### src/rtl/mlw_pkg.sv
package mlw_pkg;
  localparam int unsigned LINES  = 2;
  localparam int unsigned ADDR_W = 2;

  typedef enum logic [ADDR_W-1:0] {
    RA_LINES = 2'd0,
    RA_CTRL  = 2'd1,
    RA_MASK  = 2'd2,
    RA_STAT  = 2'd3
  } reg_addr_e;
endpackage

### src/rtl/mlw_sync.sv
module mlw_sync #(
  parameter int unsigned STAGES = 2
) (
  input  logic clk,
  input  logic rst_n,
  input  logic d_i,
  output logic q_o
);
  logic [STAGES-1:0] sr_q;
  logic [STAGES-1:0] sr_d;

  always_comb begin
    sr_d = {sr_q[STAGES-2:0], d_i};
  end

  always_ff @(posedge clk or negedge rst_n) begin
    if (!rst_n) sr_q <= '0;
    else        sr_q <= sr_d;
  end

  assign q_o = sr_q[STAGES-1];
endmodule

### src/rtl/mlw_qualify.sv
module mlw_qualify #(
  parameter int unsigned TICKS_PER_BIT = 16
) (
  input  logic clk,
  input  logic rst_n,
  input  logic level_i,
  input  logic tick_i,
  input  logic full_i,
  input  logic clr_i,
  output logic delta_o
);
  localparam int unsigned CNT_W = $clog2(TICKS_PER_BIT + 1);

  logic [CNT_W-1:0] cnt_q, cnt_d, cnt_inc, limit;
  logic             acc_q, acc_d;
  logic             delta_q, delta_d;
  logic             differ, hit;

  always_comb begin
    limit   = full_i ? CNT_W'(TICKS_PER_BIT) : CNT_W'(1);
    differ  = (level_i != acc_q);
    cnt_inc = cnt_q + CNT_W'(1);
    hit     = tick_i && differ && (cnt_inc >= limit);

    if (!differ)     cnt_d = '0;
    else if (hit)    cnt_d = '0;
    else if (tick_i) cnt_d = cnt_inc;
    else             cnt_d = cnt_q;

    acc_d = hit ? level_i : acc_q;

    if (hit)        delta_d = 1'b1;
    else if (clr_i) delta_d = 1'b0;
    else            delta_d = delta_q;
  end

  always_ff @(posedge clk or negedge rst_n) begin
    if (!rst_n) begin
      cnt_q   <= '0;
      acc_q   <= 1'b0;
      delta_q <= 1'b0;
    end else begin
      cnt_q   <= cnt_d;
      acc_q   <= acc_d;
      delta_q <= delta_d;
    end
  end

  assign delta_o = delta_q;

  a_r4_delta_sticky: assert property (@(posedge clk) disable iff (!rst_n)
    (delta_q && !clr_i) |=> delta_q);
  a_r2_accept_sets_flag: assert property (@(posedge clk) disable iff (!rst_n)
    !$stable(acc_q) |-> delta_q);
  a_r3_accept_on_tick: assert property (@(posedge clk) disable iff (!rst_n)
    !$stable(acc_q) |-> $past(tick_i));
  a_r3_cnt_bound: assert property (@(posedge clk) disable iff (!rst_n)
    cnt_q < CNT_W'(TICKS_PER_BIT));
endmodule

### src/rtl/mlw_regs.sv
module mlw_regs
  import mlw_pkg::*;
#(
  parameter int unsigned DATA_W = 8
) (
  input  logic              clk,
  input  logic              rst_n,
  input  logic              wr_i,
  input  logic              rd_i,
  input  logic [ADDR_W-1:0] addr_i,
  input  logic [DATA_W-1:0] wdata_i,
  input  logic [LINES-1:0]  delta_i,
  input  logic [LINES-1:0]  level_i,
  input  logic              chg_i,
  output logic [DATA_W-1:0] rdata_o,
  output logic [LINES-1:0]  en_o,
  output logic              full_o,
  output logic              mask_o,
  output logic              clr_o
);
  logic [LINES:0] ctrl_q, ctrl_d;
  logic           mask_q, mask_d;
  logic           ctrl_we, mask_we;
  logic           unused_wdata;

  always_comb begin
    ctrl_we = wr_i && (reg_addr_e'(addr_i) == RA_CTRL);
    mask_we = wr_i && (reg_addr_e'(addr_i) == RA_MASK);
    ctrl_d  = ctrl_we ? wdata_i[LINES:0] : ctrl_q;
    mask_d  = mask_we ? wdata_i[0] : mask_q;
    clr_o   = rd_i && (reg_addr_e'(addr_i) == RA_LINES);
  end

  always_ff @(posedge clk or negedge rst_n) begin
    if (!rst_n) begin
      ctrl_q <= '0;
      mask_q <= 1'b0;
    end else begin
      ctrl_q <= ctrl_d;
      mask_q <= mask_d;
    end
  end

  always_comb begin
    rdata_o = '0;
    case (reg_addr_e'(addr_i))
      RA_LINES: rdata_o[2*LINES-1:0] = {level_i, delta_i};
      RA_CTRL:  rdata_o[LINES:0]     = ctrl_q;
      RA_MASK:  rdata_o[0]           = mask_q;
      RA_STAT:  rdata_o[0]           = chg_i;
      default:  rdata_o              = '0;
    endcase
  end

  assign en_o   = ctrl_q[LINES-1:0];
  assign full_o = ctrl_q[LINES];
  assign mask_o = mask_q;
  assign unused_wdata = ^wdata_i[DATA_W-1:LINES+1];

  a_r4_clear_only_on_line_read: assert property (@(posedge clk) disable iff (!rst_n)
    clr_o |-> (rd_i && addr_i == ADDR_W'(0)));
endmodule

### src/rtl/modem_line_watch.sv
module modem_line_watch
  import mlw_pkg::*;
#(
  parameter int unsigned TICKS_PER_BIT = 16,
  parameter int unsigned SYNC_STAGES   = 2,
  parameter int unsigned DATA_W        = 8
) (
  input  logic              clk,
  input  logic              rst_n,
  input  logic              line_cd_i,
  input  logic              line_cts_i,
  input  logic              tick16_i,
  input  logic              bus_wr_i,
  input  logic              bus_rd_i,
  input  logic [1:0]        bus_addr_i,
  input  logic [DATA_W-1:0] bus_wdata_i,
  output logic [DATA_W-1:0] bus_rdata_o,
  output logic              irq_o
);
  logic [LINES-1:0] raw, level, delta, en;
  logic             full, mask, clr, chg;

  assign raw = {line_cts_i, line_cd_i};

  for (genvar i = 0; i < LINES; i++) begin : g_line
    mlw_sync #(.STAGES(SYNC_STAGES)) u_sync (
      .clk   (clk),
      .rst_n (rst_n),
      .d_i   (raw[i]),
      .q_o   (level[i])
    );
    mlw_qualify #(.TICKS_PER_BIT(TICKS_PER_BIT)) u_qual (
      .clk     (clk),
      .rst_n   (rst_n),
      .level_i (level[i]),
      .tick_i  (tick16_i),
      .full_i  (full),
      .clr_i   (clr),
      .delta_o (delta[i])
    );
  end

  mlw_regs #(.DATA_W(DATA_W)) u_regs (
    .clk     (clk),
    .rst_n   (rst_n),
    .wr_i    (bus_wr_i),
    .rd_i    (bus_rd_i),
    .addr_i  (bus_addr_i),
    .wdata_i (bus_wdata_i),
    .delta_i (delta),
    .level_i (level),
    .chg_i   (chg),
    .rdata_o (bus_rdata_o),
    .en_o    (en),
    .full_o  (full),
    .mask_o  (mask),
    .clr_o   (clr)
  );

  assign chg   = |(delta & en);
  assign irq_o = chg & mask;

  a_r7_irq_needs_enabled_delta: assert property (@(posedge clk) disable iff (!rst_n)
    irq_o |-> (|(delta & en)));
endmodule

### config.mk
export PLATFORM = sky130hd
export DESIGN_NAME = modem_line_watch
export DESIGN_NICKNAME = d
export VERILOG_FILES = /design/src/rtl/mlw_pkg.sv /design/src/rtl/mlw_sync.sv /design/src/rtl/mlw_qualify.sv /design/src/rtl/mlw_regs.sv /design/src/rtl/modem_line_watch.sv
export SDC_FILE = /design/constraint.sdc
export NUM_CORES = 1
export LEC_CHECK = 0
export BUFFER_PORTS_ARGS = -buffer_cell sky130_fd_sc_hd__buf_2
export CELL_PAD_IN_SITES_DETAIL_PLACEMENT = 1
export CELL_PAD_IN_SITES_GLOBAL_PLACEMENT = 2
export CORE_MARGIN = 2
export CORE_UTILIZATION = 34
export CTS_CLUSTER_SIZE = 40
export DETAILED_ROUTE_END_ITERATION = 10
export PLACE_DENSITY = 0.74
export SLEW_MARGIN = 0
export SYNTH_ARGS = -nofsm -noshare
export SYNTH_HDL_FRONTEND = slang
export SYNTH_HIERARCHICAL = 1
export SYNTH_SLANG_ARGS = --single-unit
### constraint.sdc
create_clock -name clk -period 2.8 [get_ports clk]
set_input_delay 0 -clock clk [delete_from_list [all_inputs] [get_ports clk]]
set_output_delay 0 -clock clk [all_outputs]
set_load 0.02 [all_outputs]
==> flow_summary.toml <==
[detailed_routing]
via_per_inst = 5.01
met3WireLength_um = 27
wl_per_cell_um = 14.3
wl_met1_mm = 1.21
antenna_left = 0
wirelength_mm = 2.70
drcViolationCount = 0
dr.first_iter.drc_count = 20
via_count = 947
wl_met2_mm = 1.45
first_pass_iters = 4
routed.top_layer = "met4"

[floorplan]
initial_core_util_pct = 35.0
die_h_um = 65.1
num_io_pins = 26
die_w_um = 65.1
rows = 22
core_mm2 = 0.00363
design.die.area_mm2 = 0.00424

[clock_tree]
root_buffer = "clkbuf_8"
cts_tree = "yes"
cts-buffers-inserted = 3
cts_buffer_depth = 2
cts.reportedPaths.clkPinSlew_ps = 80
cts.sinks = 22
insertion_delay_ps = 260
cts_setup_buffers = 0
ctsHtreeMaxLevel = 1
ctsResizeCount = 0

[synth]
syn_avg_cell_area_um2 = 10.9
yosys.area_share.simple_pct = 19.4
synthXorXnorAreaFrac_pct = 5.51
yosysTopAreaCell = "dfrtp_1"
netlist_area_mm2 = 0.00127
synth_compound_area_share_pct = 11.9
ys_seq_area_share_pct = 43.3
synthMuxAreaShare_pct = 9.25
synth_top_family_by_area = "simple AND/OR/NAND/NOR gates"
netlist_instances = 117
synth_cell_type_count = 32
synth_warnings = 6
ys_ff_latch = 22
yosysTopAreaCellShare_pct = 43.3
synth_area_leaders = "dfrtp_1, ha_1, mux2_2, a21oi_1, xnor2_1"
synth_fa_ha_area_share_pct = 5.91

[sta]
worst_slack_ps = 445
fmax_mhz = 425
maxSlewHeadroom_pct = 66.3
rsz0062_at_grt = "false"
finalClockSkew_ps = 5.23
max_slew.worst_pin.slew_ps = 502
setup_viol = 0
tns_ps = 0
finalCriticalPeriod_ps = 2360
hold_viol = 0
fin_hold_ws_ps = 123
slew_viol_final = 0
post-route-period-util_pct = 84.1

[global_route]
grt_pass1_wl_mm = 4.73
antenna_found_initial = 0
track_usage_pct = 14.5
grt_max_degree = 23
grt_pass1_vias = 1011
grt_overflow = 0

[final_layout]
num_antenna_cells = 0
nNetsFinal = 165
final_layout_size_suffix_gt1_share_pct = 25.5
fill_cells = 426
areaGrowthSynthToFinish_pct = 19.0
final_cells = 189

[placement]
io_buffers = 16
routabilityCongestion = 0.810
dp_slack_ps = 437
dp_cells = 179
hpwl_mm = 2.11

[power_and_ir_drop]
total_power_mw = 0.937
internal_power_mw = 0.667
power.share.switching_pct = 28.9
comb_power_share_pct = 26.2
clkPwrFrac_pct = 30.9
power.density_mw_per_mm2 = 620
power.switching_mw = 0.271
max-vdd-ir-drop_uv = 303
leakage_nw = 0.694
pwr-share-seq_pct = 42.9

[worst_setup_path]
cpLargestDelayFamily = "simple AND/OR/NAND/NOR gates"
path_max_fanout = 5
start_kind = "register"
crit_path_frequent_cell = "ha_1"
setup.worst_path.end_class = "register"
critPathKind = "register to register"
cp.buffers_inverters = 0
crit_chain = "ha_1 -> nand3_1 -> xnor2_1 -> ha_1 -> or4b_4 -> nor2_2 -> a21oi_2 -> mux2_4"
reg2reg_slack_ps = 440
worstPathArrival_ps = 2500
slowest_stage = "or4b_4"
cpPeakStageDelay_ps = 500
cp.required_ps = 2950

[status]
status = "finished, final reports clean"

[run]
cap_viol_max_count = 0

[min_path]
min_path_type = "input port to register"
## sequential cells by signal, indices dropped and copies added (netlist names)
name and count:
g_line.u_qual/acc_q 2, g_line.u_sync/sr_q 4, g_line.u_qual/cnt_q 10, g_line.u_qual/delta_o 2, u_regs/mask_o 1, u_regs/ctrl_q 3
## cells in the mapped netlist
library cell,number
ha_1,6
buf_6,1
o31ai_1,2
nand2_1,6
nor2_2,2
a32o_2,2
dfrtp_1,22
a21oi_2,2
mux2i_1,2
nand3b_4,1
nand4b_1,2
nand3_1,4
nor3b_1,2
nor2_1,6
a21oi_1,8
conb_1,1
nor3_1,2
nand2b_1,4
and2_1,1
mux2_4,2
mux2_2,4
mux4_2,1
buf_4,4
a22o_1,3
nor2b_1,4
xor2_1,4
o21ai_1,4
nand3b_1,3
o21ai_0,2
xnor2_1,4
or4b_4,2
inv_1,4
## final timing paths
path	startpoint	end	cells past startpoint
setup / recovery	g_line[0].u_qual/cnt_q[0]$_DFFE_PN0P_	g_line[0].u_qual/acc_q$_DFFE_PN0P_	8
hold / removal	bus_wr_i	u_regs/ctrl_q[2]$_DFFE_PN0P_	3
setup reg to reg	g_line[0].u_qual/cnt_q[0]$_DFFE_PN0P_	g_line[0].u_qual/acc_q$_DFFE_PN0P_	8
hold reg to reg	g_line[0].u_sync/sr_q[0]$_DFF_PN0_	g_line[0].u_sync/sr_q[1]$_DFF_PN0_	0
max in group asynchronous	rst_n	g_line[0].u_qual/cnt_q[0]$_DFFE_PN0P_	2
min in group asynchronous	rst_n	g_line[0].u_sync/sr_q[0]$_DFF_PN0_	2
## per-layer routing
metal / track usage [%] / vias to the layer above
li1: - / 460
met1: 19.4 / 482
met2: 24.4 / 3
met3: 2.05 / 2
met4: 4.69 / 0
met5: 0 / -
## cell usage in the layout (no fill, tap or decap), drive strengths merged
cell type     n
buf          16
nand3         4
nand4b        2
nand2b        4
mux2i         2
dfrtp        22
nor3          2
nand3b        4
inv           4
a21oi        10
clkbuf        3
ha            6
xnor2         4
a22o          3
mux4          1
dlygate4sd3   6
nor2          8
nor2b         4
bufinv        1
nor3b         2
xor2          4
o31ai         2
a32o          2
and2          1
conb          4
or4b          2
nand2         6
mux2          6
o21ai         6
## metrics by stage
stage | instance area (um^2) | utilization (%)
after floorplan | 1280 | -
after global placement | 1380 | 38.0
after detailed placement | 1380 | 38.0
after CTS | 1510 | 41.6
after global routing | 1510 | 41.6
final | 1510 | 41.6
## cell type report
cell class,instances,area [um^2],area share (%)
clock buffer,3,41.3,2.73
clock inverter,1,30.0,1.99
inverter,4,15.0,0.993
multi-input combinational,89,676,44.7
sequential,22,551,36.4
tap,48,60.1,3.97
timing repair buffer,22,140,9.26
## power groups by stage
stage | Sequential, mW | Clock, mW | Combinational [mW]
floorplan | 0.393 | 0 | 0.182
global placement | 0.406 | 0 | 0.236
detailed placement | 0.409 | 0 | 0.245
CTS | 0.403 | 0.302 | 0.251
global route | 0.409 | 0.313 | 0.276
finish | 0.402 | 0.289 | 0.246
## worst register-to-register path, cell delays in order (launching register included)
cell,delay [ps]
dfrtp_1,430
ha_1,250
nand3_1,130
xnor2_1,170
ha_1,230
or4b_4,500
nor2_2,160
a21oi_2,80
mux2_4,300
## cells by family after synthesis
logic type               after synthesis
multiplexers                           9
XOR/XNOR                               8
other                                  1
flip-flops                            22
AO/OA/AOI/OAI                         23
adder cells (fa/ha/maj)                6
AND/OR/NAND/NOR                       39
buffers and inverters                  9
## repair_timing
action,CTS,global route
hold buffers,6,0
setup endpoints to repair,0,0
hold endpoints to repair,27,0
Power figures use the tool's default switching activity.
